==> src/rtl/crc_par_pkg.sv <==
package crc_par_pkg;
  localparam int MAXW = 64;
  typedef logic [MAXW-1:0] vec_t;

  // Advance a CRC state over dw bits of data, one bit per iteration.
  function automatic vec_t step_bits(vec_t st, vec_t data, vec_t taps,
                                     int deg, int dw, bit msb_first, bit aug);
    vec_t mask;
    logic b;
    logic fb;
    logic [5:0] top;
    logic [5:0] idx;
    mask = (vec_t'(1) << deg) - vec_t'(1);
    top  = 6'(deg - 1);
    for (int i = 0; i < MAXW; i++) begin
      if (i < dw) begin
        idx = msb_first ? 6'(dw - 1 - i) : 6'(i);
        b   = data[idx];
        fb  = st[top];
        if (!aug) fb = fb ^ b;
        st = (st << 1) & mask;
        if (aug) st[0] = b;
        if (fb) st = st ^ (taps & mask);
      end
    end
    return st;
  endfunction
endpackage

==> src/rtl/crc_premix.sv <==
module crc_premix #(
  parameter int DEG = 16,
  parameter int DW = 8,
  parameter logic [DEG:0] POLY = 17'h11021,
  parameter bit MSB_FIRST = 1'b1,
  parameter bit AUGMENTED = 1'b0,
  parameter bit SPEED = 1'b0
) (
  input  logic           clk,
  input  logic           rst,
  input  logic           init,
  input  logic           din_vld,
  input  logic [DW-1:0]  din,
  output logic [DEG-1:0] mix,
  output logic           mix_vld
);
  import crc_par_pkg::*;
  localparam vec_t TAPS = MAXW'(POLY[DEG-1:0]);

  logic [DEG-1:0] mix_d;

  // Contribution of the word alone, starting from an all-zero state.
  always_comb
    mix_d = DEG'(step_bits('0, MAXW'(din), TAPS, DEG, DW, MSB_FIRST, AUGMENTED));

  generate
    if (SPEED) begin : g_reg
      always_ff @(posedge clk) begin
        if (rst || init) begin
          mix     <= '0;
          mix_vld <= 1'b0;
        end else begin
          mix     <= mix_d;
          mix_vld <= din_vld;
        end
      end


      stage_fill_chk: assert property (@(posedge clk) disable iff (rst)
        (din_vld && !init) |=> mix_vld);
    end else begin : g_comb
      assign mix     = mix_d;
      assign mix_vld = din_vld;
    end
  endgenerate
endmodule

==> src/rtl/crc_state.sv <==
module crc_state #(
  parameter int DEG = 16,
  parameter int DW = 8,
  parameter logic [DEG:0] POLY = 17'h11021,
  parameter logic [DEG:0] SEED = 17'h0FFFF,
  parameter bit AUGMENTED = 1'b0
) (
  input  logic           clk,
  input  logic           rst,
  input  logic           init,
  input  logic [DEG-1:0] mix,
  input  logic           mix_vld,
  output logic [DEG-1:0] crc_q,
  output logic           crc_vld
);
  import crc_par_pkg::*;
  localparam vec_t TAPS = MAXW'(POLY[DEG-1:0]);
  localparam logic [DEG-1:0] SEED_LOW = SEED[DEG-1:0];

  logic [DEG-1:0] crc_shift;

  // State advanced DW places with zero input; linear, so data adds via mix.
  always_comb
    crc_shift = DEG'(step_bits(MAXW'(crc_q), '0, TAPS, DEG, DW, 1'b1, AUGMENTED));

  always_ff @(posedge clk) begin
    if (rst || init) begin
      crc_q   <= SEED_LOW;
      crc_vld <= 1'b0;
    end else begin
      crc_vld <= mix_vld;
      if (mix_vld) crc_q <= crc_shift ^ mix;
    end
  end


  seed_load_chk: assert property (@(posedge clk) disable iff (rst)
    init |=> (crc_q == SEED_LOW));


  hold_idle_chk: assert property (@(posedge clk) disable iff (rst)
    (!mix_vld && !init) |=> $stable(crc_q));
endmodule

==> src/rtl/crc_par_engine.sv <==
module crc_par_engine #(
  parameter int DEG = 16,
  parameter int DW = 8,
  parameter logic [DEG:0] POLY = 17'h11021,
  parameter logic [DEG:0] SEED = 17'h0FFFF,
  parameter bit MSB_FIRST = 1'b1,
  parameter bit AUGMENTED = 1'b0,
  parameter bit SPEED = 1'b0
) (
  input  logic           clk,
  input  logic           rst,
  input  logic           init,
  input  logic           din_vld,
  input  logic [DW-1:0]  din,
  output logic [DEG-1:0] crc_out,
  output logic           crc_vld
);
  localparam int LAT = SPEED ? 2 : 1;

  logic [DEG-1:0] mix;
  logic           mix_vld;

  crc_premix #(
    .DEG(DEG), .DW(DW), .POLY(POLY), .MSB_FIRST(MSB_FIRST),
    .AUGMENTED(AUGMENTED), .SPEED(SPEED)
  ) u_premix (
    .clk(clk), .rst(rst), .init(init), .din_vld(din_vld), .din(din),
    .mix(mix), .mix_vld(mix_vld)
  );

  crc_state #(
    .DEG(DEG), .DW(DW), .POLY(POLY), .SEED(SEED), .AUGMENTED(AUGMENTED)
  ) u_state (
    .clk(clk), .rst(rst), .init(init), .mix(mix), .mix_vld(mix_vld),
    .crc_q(crc_out), .crc_vld(crc_vld)
  );


  init_drop_chk: assert property (@(posedge clk) disable iff (rst)
    init |=> !crc_vld);


  vld_align_chk: assert property (@(posedge clk) disable iff (rst)
    crc_vld |-> $past(din_vld, LAT));
endmodule

==> config.mk <==
export PLATFORM = sky130hd
export DESIGN_NAME = crc_par_engine
export DESIGN_NICKNAME = d
export VERILOG_FILES = /design/src/rtl/crc_par_pkg.sv /design/src/rtl/crc_premix.sv /design/src/rtl/crc_state.sv /design/src/rtl/crc_par_engine.sv
export SDC_FILE = /design/constraint.sdc
export NUM_CORES = 1
export LEC_CHECK = 0
export BUFFER_PORTS_ARGS = -buffer_cell sky130_fd_sc_hd__buf_2
export CORE_MARGIN = 1.5
export CORE_UTILIZATION = 30
export DETAILED_ROUTE_END_ITERATION = 7
export GPL_ROUTABILITY_DRIVEN = 0
export PLACE_DENSITY_LB_ADDON = 0.15
export SLEW_MARGIN = 0
export SYNTH_ARGS = -nofsm -noshare
export SYNTH_HDL_FRONTEND = slang
export SYNTH_SLANG_ARGS = --single-unit
==> constraint.sdc <==
create_clock -name clk -period 1.45 [get_ports clk]
set_input_delay 0.29 -clock clk [delete_from_list [all_inputs] [get_ports clk]]
set_output_delay 0.29 -clock clk [all_outputs]
set_load 0.02 [all_outputs]
# After elaboration in Yosys (flattened, before gate mapping)
# Index checks and enable logic that the tools add are counted.
# W data, S select, Z words.
word_totals:
  register_bits: 17
classes:
  reduce_logical: 1
  n_mux: 16
  bitwise: 23
op_table:
  columns: ["op", "count"]
  rows:
  - ["$mux W13", 16]
  - ["$not A3 Y3", 15]
  - ["$xor A16 B16 Y16", 1]
  - ["$xor A1 B1 Y1", 4]
  - ["$xor A1 B1 Y1 const A", 3]
  - ["$logic_or A1 B1 Y1", 1]

# Longest topological paths before layout
depth:
  ltp_word: 17
  ltp_mapped: 4
  mapped_depth_nobuf: 3

# Modules after synthesis
# Synthesis repeated with hierarchy kept, for this count alone.
unflattened:
  cells_unflattened: 117
  hier_area_um2: 1088.5
modules_own_cells:
  columns: ["module", "area_per_inst_um2", "seq_area_each_um2", "cells_per_inst", "n_inst"]
  rows:
  - ["crc_state", 887.1, 340.3, 100, 1]
  - ["crc_premix", 201.4, 0.0, 17, 1]

# Worst setup path after synthesis
# OpenSTA, ideal clock, no wires.
synth_timing:
  path_kind: "flip-flop to flip-flop"
  from: "register u_state.crc_q[12]"
  to: "register u_state.crc_q[5]"
  setup_slack_ns: 0.071
  t_arrival_ns: 1.313
  setup_ns: 0.066
  period_less_slack_ns: 1.379
  path_buffers: 0
  stages_incl_launch_ff: 4
  cell_sequence: "dfxtp_1 -> xor2_2 -> xnor3_1 -> a21oi_2"
synth_between:
  elab_chain_len: 3
synth_rtl:
  columns: ["item", "line", "source"]
  rows:
  - ["start, declared", "crc_state.sv:13", "output logic [DEG-1:0] crc_q,"]
  - ["start signal, assigned", "crc_state.sv:32", "if (mix_vld) crc_q <= crc_shift ^ mix;"]
  - ["$mux W13 (2 in a row)", "crc_par_pkg.sv:23", "if (fb) st = st ^ (taps & mask);"]
  - ["$xor A16 B16 Y16", "crc_state.sv:32", null]
# Every way passes these cells.
# A chain may end at the register's enable or synchronous reset.

# Worst setup path in the final report
layout_timing:
  from: "register u_state.crc_q[15]"
  to: "register u_state.crc_q[7]"
layout_between:
  elab_chain_len: 10
layout_rtl:
  columns: ["item", "line"]
  rows:
  - ["$mux W13 * (5 in a row)", "crc_par_pkg.sv:23"]
  - ["$not A3 Y3 (no source line)", null]
  - ["$mux W13 * (3 in a row)", "crc_par_pkg.sv:23"]
  - ["$xor A16 B16 Y16 *", "crc_state.sv:32"]
# Every way passes the cells marked *; elsewhere a longest branch is shown, timed or not.

==> flow_summary.ini <==
[worst_setup_path]
crit_chain = xnor2_2 -> xor3_1 -> a21oi_1
worst-r2r-setup-slack_ns = 0.12
critPathArrivalTime_ns = 1.56
cpPeakStageDelay_ns = 0.46
reg2reg_to = u_state.crc_q[7]
cp_num_buf_inv = 0
rr_worst_depth = 3
worstSetupPathType = register to register
crit_fanout = 4
critPathTopFamily = XOR/XNOR gates
timing.rr.start = u_state.crc_q[15]
end_kind = register
worstPathRequired_ns = 1.68
critPathLaunchType = register
crit_slowest_cell = xor3_1

[clocking]
ctsHtreeMaxLevel = 1
cts_resized = 0
clock-sinks = 17
cts_hold_buf = 0
cts_made_buffers = 3
cts_tree = built
post-cts-setup-buffers = 0
clk_pin_slew_ns = 0.10
clkLatencyLatePin_ns = 0.29
cts_root_buffer = clkbuf_4
cts.path.max_buffers = 2

[sta]
worstMarginPinSlew_ns = 0.419
fin_setup_tns_ns = 0
drv_slew = 0
setup_viol_count_final = 0
fmax_mhz = 753
relSlewSlack_pct = 71.8
min_period_over_period_pct = 91.6
fin_skew_ns = 0.00462
period_needed_ns = 1.33
finalHoldViolCount = 0
rsz0062_at_grt = no

[worst_hold_path]
min_from = din_vld
worst_hold_path.endpoint = u_state.crc_q[5]
whs_path_depth = 3
hold_class = input port to register

[grt]
antenna_found_initial = 0
grt_overflow = 0
grt_pass1_wl_um = 3100
track_usage_pct = 12.4
grt_pass1_vias = 682
grt_max_degree = 14

[layout]
nets = 131
areaGrowthSynthToFinish_pct = 27.5
final_cells = 149
post_route_cells_drive_above_1_share_pct = 38.1
antenna_cells = 0

[run_status]
status = completed

[drt]
drt_iter0_markers = 11
drt_first_pass_iters = 4
vias_per_cell = 4.69
routed_wl_um = 1880
drc = 0
post_drt_wl_per_cell_um = 12.6
vias = 699
detail-route-antenna-nets = 0

[place]
io_buffer_count = 28
dpl.hpwl_um = 1440
dp_cells = 145

[yosys]
synth_edf_count = 0
yosys_warnings = 0
synthFlopType = dfxtp_1
synth_top_area_share_pct = 36.9
netlist_top_cells_count = dfxtp_1, xnor2_1
synth_top_area_cell = dfxtp_1
synth.avg_cell_area_sq_um = 11.4
syn-num-nets = 93
yosysUniqueCellTypes = 19
synth_seq_cells = 17
ys_seq_area_share_pct = 36.9
syn-cell-area_sq_um = 922
synthArstFlopShare_pct = 0
synthTopCellsByArea = dfxtp_1, xnor3_1, xnor2_1
synth.most_common_cell = dfxtp_1
syn_inst = 81

[pwr]
power.density_nw_per_um2 = 986
p_leak_nw = 0.541
peakVddDrop_mv = 0.456

[die]
die_area_sq_um = 3420
die_w_um = 58.4
die_h_um = 58.4
core_sq_um = 2830
pin_count = 29
rows = 19
start_util_pct = 32.6

[job]
maxCapViolCount = 0
==> where the power goes <==
| part | switching [W] | internal [W] | leakage (nW) |
|---|---|---|---|
| clock network | 0.000152 | 0.000107 | 0.0150 |
| registers | 0.0000276 | 0.000495 | 0.140 |
| logic | 0.000161 | 0.000217 | 0.386 |
==> cells in the final DEF, fill, tap and decap left out, drive strengths merged <==
master  Yosys  layout
xnor2      11      11
xor2        4       4
nor3        3       3
dfxtp      17      17
buf         0      36
nand2       7       7
a21oi       8       8
clkbuf      3       4
o211ai      7       7
or2         1       1
nor2        4       4
clkinv      1       1
o21ai       6       6
xnor3       7       7
xor3        2       2
==> registers in the layout (all words and copies together), names as in the netlist <==
register         flops
u_state.crc_q       16
u_state.crc_vld      1
==> per-layer routing <==
metal  up-vias  share of wire [%]  track usage, %
met2        20                 45            19.4
met3         2                5.1            4.18
met1       322                 49            15.7
met4         0                1.0            4.98
li1        355                  -               -
met5         -                  0               0
==> worst reg2reg max path: stages, from the launching register on <==
cell and delay (ns):
dfxtp_1 0.36, xnor2_2 0.31, xor3_1 0.46, a21oi_1 0.13
==> metrics by stage <==
stage          hold slack, ns  setup WS, ns  total power (W)  instance area, sq um  util, %
6_report                0.336         0.121          0.00116                  1180     41.6
5_1_grt                 0.317        0.0597          0.00124                  1180     41.6
4_1_cts                 0.312         0.113          0.00119                  1180     41.6
3_5_place_dp            0.503         0.101         0.000915                  1150     40.6
3_3_place_gp            0.499         0.124         0.000911                  1150     40.6
2_1_floorplan           0.443        0.0714         0.000806                   922        -
==> worst max-delay path by stage <==
| stage | start | depth (start not counted) | end | slack [ns] |
|---|---|---|---|---|
| floorplan | u_state.crc_q[12] | 3 | u_state.crc_q[5] | 0.07 |
| global placement | din[7] | 4 | u_state.crc_q[7] | 0.12 |
| detailed placement | din[7] | 4 | u_state.crc_q[7] | 0.10 |
| CTS | u_state.crc_q[15] | 3 | u_state.crc_q[7] | 0.11 |
| global route | u_state.crc_q[15] | 3 | u_state.crc_q[7] | 0.06 |
| finish | u_state.crc_q[15] | 3 | u_state.crc_q[7] | 0.12 |
==> layout make-up <==
| type | instances | area [sq um] |
|---|---|---|
| fillers | 275 | 1650 |
| multi-input cells | 60 | 567 |
| flip-flops and latches | 17 | 340 |
| repair buffers | 36 | 200 |
| well taps | 31 | 38.8 |
| clock buffers | 4 | 26.3 |
| inverters | 1 | 3.75 |
==> cells by family after synthesis <==
family	count (synthesis)	share of synthesized area (%)
AO/OA/AOI/OAI	21	13.7
flip-flops	17	36.9
AND/OR/NAND/NOR	15	6.78
XOR/XNOR	24	41.0
buffers and inverters	4	1.63
No activity file was read; power rests on OpenSTA's default activity.
